==> config.mk <==
export PLATFORM = sky130hd
export DESIGN_NAME = rsb_unit
export DESIGN_NICKNAME = d
export VERILOG_FILES = /design/src/rtl/rsb_pkg.sv /design/src/rtl/rsb_shifter.sv /design/src/rtl/rsb_bitop.sv /design/src/rtl/rsb_flag_gen.sv /design/src/rtl/rsb_unit.sv
export SDC_FILE = /design/constraint.sdc
export NUM_CORES = 1
export LEC_CHECK = 0
export CAP_MARGIN = 10
export CORE_MARGIN = 2
export CORE_UTILIZATION = 40
export DETAILED_ROUTE_END_ITERATION = 8
export GPL_TIMING_DRIVEN = 0
export PLACE_DENSITY = 0.91
export SYNTH_ARGS = -nofsm -noshare
export SYNTH_HDL_FRONTEND = slang
export SYNTH_SLANG_ARGS = --single-unit
==> constraint.sdc <==
create_clock -name vclk -period 4.9
set_input_delay 1.225 -clock vclk [all_inputs]
set_output_delay 1.225 -clock vclk [all_outputs]
set_load 0.01 [all_outputs]
==> src/rtl/rsb_pkg.sv <==
// Shared widths, selectors and flag positions of the rotate/shift/bit unit.
// Assumes an 8-bit flag byte with fixed bit positions.
package rsb_pkg;
    localparam int DW = 8;
    localparam int IW = $clog2(DW);

    typedef enum logic [1:0] {
        GRP_SHIFT = 2'd0,
        GRP_TEST  = 2'd1,
        GRP_CLR   = 2'd2,
        GRP_SET   = 2'd3
    } grp_e;

    typedef enum logic [2:0] {
        SK_RLC = 3'd0,
        SK_RRC = 3'd1,
        SK_RL  = 3'd2,
        SK_RR  = 3'd3,
        SK_SLA = 3'd4,
        SK_SRA = 3'd5,
        SK_SLL = 3'd6,
        SK_SRL = 3'd7
    } kind_e;

    localparam int FB_S = 7;
    localparam int FB_Z = 6;
    localparam int FB_Y = 5;
    localparam int FB_H = 4;
    localparam int FB_X = 3;
    localparam int FB_P = 2;
    localparam int FB_N = 1;
    localparam int FB_C = 0;
endpackage

==> src/rtl/rsb_shifter.sv <==
// Rotate/shift datapath: produces the shifted byte and the bit pushed out.
// Assumes the selector encoding in rsb_pkg; purely combinational.
module rsb_shifter
    import rsb_pkg::*;
#(
    parameter int W = DW
) (
    input  logic [W-1:0] opnd_i,
    input  logic [2:0]   kind_i,
    input  logic         cin_i,
    output logic [W-1:0] res_o,
    output logic         cout_o
);
    localparam int MSB = W - 1;

    // Select the fill bit and direction for each rotate/shift kind.
    always_comb begin
        res_o  = opnd_i;
        cout_o = 1'b0;
        case (kind_e'(kind_i))
            SK_RLC: begin res_o = {opnd_i[MSB-1:0], opnd_i[MSB]}; cout_o = opnd_i[MSB]; end
            SK_RRC: begin res_o = {opnd_i[0], opnd_i[MSB:1]};     cout_o = opnd_i[0];   end
            SK_RL:  begin res_o = {opnd_i[MSB-1:0], cin_i};       cout_o = opnd_i[MSB]; end
            SK_RR:  begin res_o = {cin_i, opnd_i[MSB:1]};         cout_o = opnd_i[0];   end
            SK_SLA: begin res_o = {opnd_i[MSB-1:0], 1'b0};        cout_o = opnd_i[MSB]; end
            SK_SRA: begin res_o = {opnd_i[MSB], opnd_i[MSB:1]};   cout_o = opnd_i[0];   end
            SK_SLL: begin res_o = {opnd_i[MSB-1:0], 1'b1};        cout_o = opnd_i[MSB]; end
            SK_SRL: begin res_o = {1'b0, opnd_i[MSB:1]};          cout_o = opnd_i[0];   end
            default: begin res_o = opnd_i; cout_o = 1'b0; end
        endcase
    end
endmodule

==> src/rtl/rsb_bitop.sv <==
// Single-bit datapath: decodes the index to a mask, tests, clears or sets.
// Assumes the index is below W; purely combinational.
module rsb_bitop
    import rsb_pkg::*;
#(
    parameter int W  = DW,
    parameter int XW = IW
) (
    input  logic [W-1:0]  opnd_i,
    input  logic [XW-1:0] idx_i,
    input  logic          set_i,
    output logic [W-1:0]  res_o,
    output logic          bit_zero_o,
    output logic          sign_hit_o
);
    logic [W-1:0] mask;

    // One-hot mask, one decoder per bit position.
    for (genvar g = 0; g < W; g++) begin : g_mask
        assign mask[g] = (idx_i == XW'(g));
    end

    // Test result and clear/set of the selected bit.
    always_comb begin
        bit_zero_o = ((opnd_i & mask) == '0);
        sign_hit_o = mask[W-1] & opnd_i[W-1];
        res_o      = set_i ? (opnd_i | mask) : (opnd_i & ~mask);
    end
endmodule

==> src/rtl/rsb_flag_gen.sv <==
// Builds the outgoing flag byte for every operation class.
// Assumes the flag positions in rsb_pkg and an 8-bit data width.
module rsb_flag_gen
    import rsb_pkg::*;
(
    input  logic [1:0]    grp_i,
    input  logic          acc_form_i,
    input  logic          mem_form_i,
    input  logic [DW-1:0] shift_res_i,
    input  logic          shift_cout_i,
    input  logic          bit_zero_i,
    input  logic          sign_hit_i,
    input  logic [DW-1:0] opnd_i,
    input  logic [DW-1:0] addr_hi_i,
    input  logic [7:0]    flags_i,
    output logic [7:0]    flags_o
);
    logic [DW-1:0] xy_src;

    // X/Y source for the bit test: hidden address byte in memory forms.
    always_comb xy_src = mem_form_i ? addr_hi_i : opnd_i;

    // Per-class flag rules.
    always_comb begin
        flags_o = flags_i;
        case (grp_e'(grp_i))
            GRP_SHIFT: begin
                flags_o[FB_H] = 1'b0;
                flags_o[FB_N] = 1'b0;
                flags_o[FB_C] = shift_cout_i;
                flags_o[FB_X] = shift_res_i[3];
                flags_o[FB_Y] = shift_res_i[5];
                if (!acc_form_i) begin
                    flags_o[FB_S] = shift_res_i[DW-1];
                    flags_o[FB_Z] = (shift_res_i == '0);
                    flags_o[FB_P] = ~^shift_res_i;
                end
            end
            GRP_TEST: begin
                flags_o[FB_S] = sign_hit_i;
                flags_o[FB_Z] = bit_zero_i;
                flags_o[FB_P] = bit_zero_i;
                flags_o[FB_H] = 1'b1;
                flags_o[FB_N] = 1'b0;
                flags_o[FB_X] = xy_src[3];
                flags_o[FB_Y] = xy_src[5];
            end
            default: flags_o = flags_i;
        endcase
    end
endmodule

==> src/rtl/rsb_unit.sv <==
// Top of the rotate/shift/bit-test unit: routes the operand through the
// shifter and the bit datapath and picks the result for the selected class.
// Assumes operand fetch and write-back happen outside; combinational only.
module rsb_unit
    import rsb_pkg::*;
(
    input  logic [7:0] opnd_i,
    input  logic [1:0] grp_i,
    input  logic [2:0] kind_i,
    input  logic [2:0] bit_idx_i,
    input  logic       acc_form_i,
    input  logic       mem_form_i,
    input  logic [7:0] addr_hi_i,
    input  logic [7:0] flags_i,
    output logic [7:0] result_o,
    output logic [7:0] flags_o
);
    logic [DW-1:0] sh_res;
    logic          sh_cout;
    logic [DW-1:0] bo_res;
    logic          bo_zero;
    logic          bo_sign;

    rsb_shifter #(.W(DW)) u_shift (
        .opnd_i (opnd_i),
        .kind_i (kind_i),
        .cin_i  (flags_i[FB_C]),
        .res_o  (sh_res),
        .cout_o (sh_cout)
    );

    rsb_bitop #(.W(DW), .XW(IW)) u_bit (
        .opnd_i     (opnd_i),
        .idx_i      (bit_idx_i),
        .set_i      (grp_i == GRP_SET),
        .res_o      (bo_res),
        .bit_zero_o (bo_zero),
        .sign_hit_o (bo_sign)
    );

    rsb_flag_gen u_flag (
        .grp_i        (grp_i),
        .acc_form_i   (acc_form_i),
        .mem_form_i   (mem_form_i),
        .shift_res_i  (sh_res),
        .shift_cout_i (sh_cout),
        .bit_zero_i   (bo_zero),
        .sign_hit_i   (bo_sign),
        .opnd_i       (opnd_i),
        .addr_hi_i    (addr_hi_i),
        .flags_i      (flags_i),
        .flags_o      (flags_o)
    );

    // Result select by operation class; the bit test leaves the byte as is.
    always_comb begin
        case (grp_e'(grp_i))
            GRP_SHIFT: result_o = sh_res;
            GRP_TEST:  result_o = opnd_i;
            default:   result_o = bo_res;
        endcase
    end
endmodule

==> reports/summary.txt, run 1 <==
status = finished, final reports clean
Final min period = 4750 ps
net count after synthesis = 137
final setup violation count = 0
Via Count = 961
Ports = 50
maxcap violations = 0
Synth cell types = 34
drt total wl = 2520 um
# port buffers = 41
Setup crit start kind = input pin
min-delay worst type = in -> out
Synth area leaders = mux2i_1 (16%), o211ai_1 (14%), ha_1 (7.2%)
TritonRoute pass-1 iters = 4
Max-Slew Margin vs Limit = 0.679
multi-input logic area = 649 sq um
DP HPWL = 1930 um
initial core utilization = 0.412
register area share after synthesis = 0
Placer Congestion = 0.854
cell with the most instances after synthesis = o211ai_1
Die Area = 2090 sq um
Slowest-stage cell, CP = clkdlybuf4s50_1
Routed Antenna Nets = 0
fin crit share = 0.970
Post-Route Setup TNS = 0 ps
Avg Cell Area, Syn = 7.03 sq um
Initial DRC Count = 38
Max VDD drop = 0.0563 mV
PD cells = 111 nW/um^2
Leak Pwr = 0.426 nW
Synth Warn # = 0
post-synthesis cell area = 696 sq um
vias in the first global route = 970
Die H = 45.7 um
gr usage total = 0.268
CP most frequent cell = clkdlybuf4s50_1
Crit Path Category = in -> out
Post-synth top cells = o211ai_1 (13), mux2i_1 (11), nand2_1 (10)
# hold bufs at CTS = 0
RSZ-0062 raised after global routing = no
worst-path cell chain = clkdlybuf4s50_1 -> buf_4 -> mux2i_2 -> ha_1 -> nand4_1 -> nor3_1 -> a21oi_1 -> o211ai_1 -> clkdlybuf4s50_1
nets = 180
CP top delay family = buffers and inverters
max-slew violations = 0
Power Total = 0.126 mW
# diodes = 0
share of cells above drive strength 1 = 0.0429
Synth top area share = 0.158
Worst Path Arrival = 3530 ps
placed instance count = 157
Worst Path Buf+Inv = 3
CP max stage delay = 560 ps
FF/Latch Area = 0 sq um
DR DRC count = 0
CORE AREA = 1690 sq um
initial antenna violation count = 0
Syn-to-layout area delta = 62.2%
Via-to-Cell Ratio = 6.12
crit path capture type = output port
Worst-Margin Slew = 481 ps
Worst Path Max Fanout = 10
Die W = 45.7 um
Post-CTS Setup Inserts = 0
Cell Count, Final, Fillers Out = 157
Synth area leader = mux2i_1
FFs & Latches = 0
Fin. Hold Viols = 0
clock buf count = 0
first-pass GRT wire length = 4240 um
WL/cell = 16.0 um
worst endpoint required time = 3670 ps
Site Rows = 15
largest net degree at the start of global routing = 11
Mapped Cells = 99
Max Fclk = 0.210 GHz
grt total ovfl = 0
fill cell count = 155
## area by class of cell
class | instances | share of cell area
plain buffers | 8 | 0.0377
inverters | 2 | 0.00665
multi-input cells | 89 | 0.575
well taps | 17 | 0.0188
repair buffers | 41 | 0.361
## worst min-delay path, stage by stage
cell	delay, ps
clkbuf_1	180
mux2i_1	160
nand2_1	90
o311ai_1	90
dlygate4sd2_1	280
## what timing repair did
item | CTS | global route
hold endpoints to repair | 0 | 0
endpoints found under the setup margin | 1 | 0
gates resized for setup | 3 | 0
## stage by stage
stage	utilization	instance area [sq um]	worst slack (ps)	hold slack (ps)
3_5_place_dp	0.667	1130	-37.1	3290
5_1_grt	0.668	1130	4.04	3310
4_1_cts	0.668	1130	178	3240
3_3_place_gp	0.667	1130	6.37	3300
6_report	0.668	1130	146	3250
2_1_floorplan	-	696	1050	2540
## per-layer routing
layer,up-vias,GRT usage,share of wire
met5,-,0,0
met4,0,0.0629,0.0052
met3,2,0.00794,0.065
met2,47,0.479,0.50
met1,447,0.353,0.43
li1,465,-,-
## worst paths after layout
check	slack [ps]	depth (start not counted)	to	startpoint
min	3250	5	flags_o[2]	bit_idx_i[0]
max	150	9	flags_o[6]	kind_i[0]
## logic make-up after synthesis
| kind of cell | synth area share |
|---|---|
| compound gates | 0.365 |
| xor+xnor | 0.0378 |
| fa+ha+maj | 0.0719 |
| buf+inv | 0.0719 |
| mux | 0.255 |
| simple gates | 0.198 |
## where the power goes
part / internal (mW) / switching [mW]
Combinational: 0.0686 / 0.0571
Sequential: 0 / 0
Clock: 0 / 0
Total: 0.0686 / 0.0571
## cells in the final DEF (no fill, tap or decap), drive strengths merged, types with 2 or more instances in the layout
cell type      count
buf                4
nand2b             3
nand2             10
ha                 4
o211ai            13
dlygate4sd2        2
mux2               2
a21oi              2
clkdlybuf4s50     39
o21ai             13
o221ai             2
mux2i             11
nor3               3
nor2               7
xnor2              2
inv                2
clkbuf             4
o311ai             3
mux4               2
Note: power is estimated with default switching activity, not from simulation.
==> run 2, diff against run 1 <==
SLEW_MARGIN = 15   (was default)
==> results of run 2 <==
No change in the layout: final DEF, timing and power equal those of run 1.
==> run 3, diff against run 2 <==
GPL_ROUTABILITY_DRIVEN = 0   (was default)
==> results of run 3 <==
No change in the layout: final DEF, timing and power equal those of run 1.
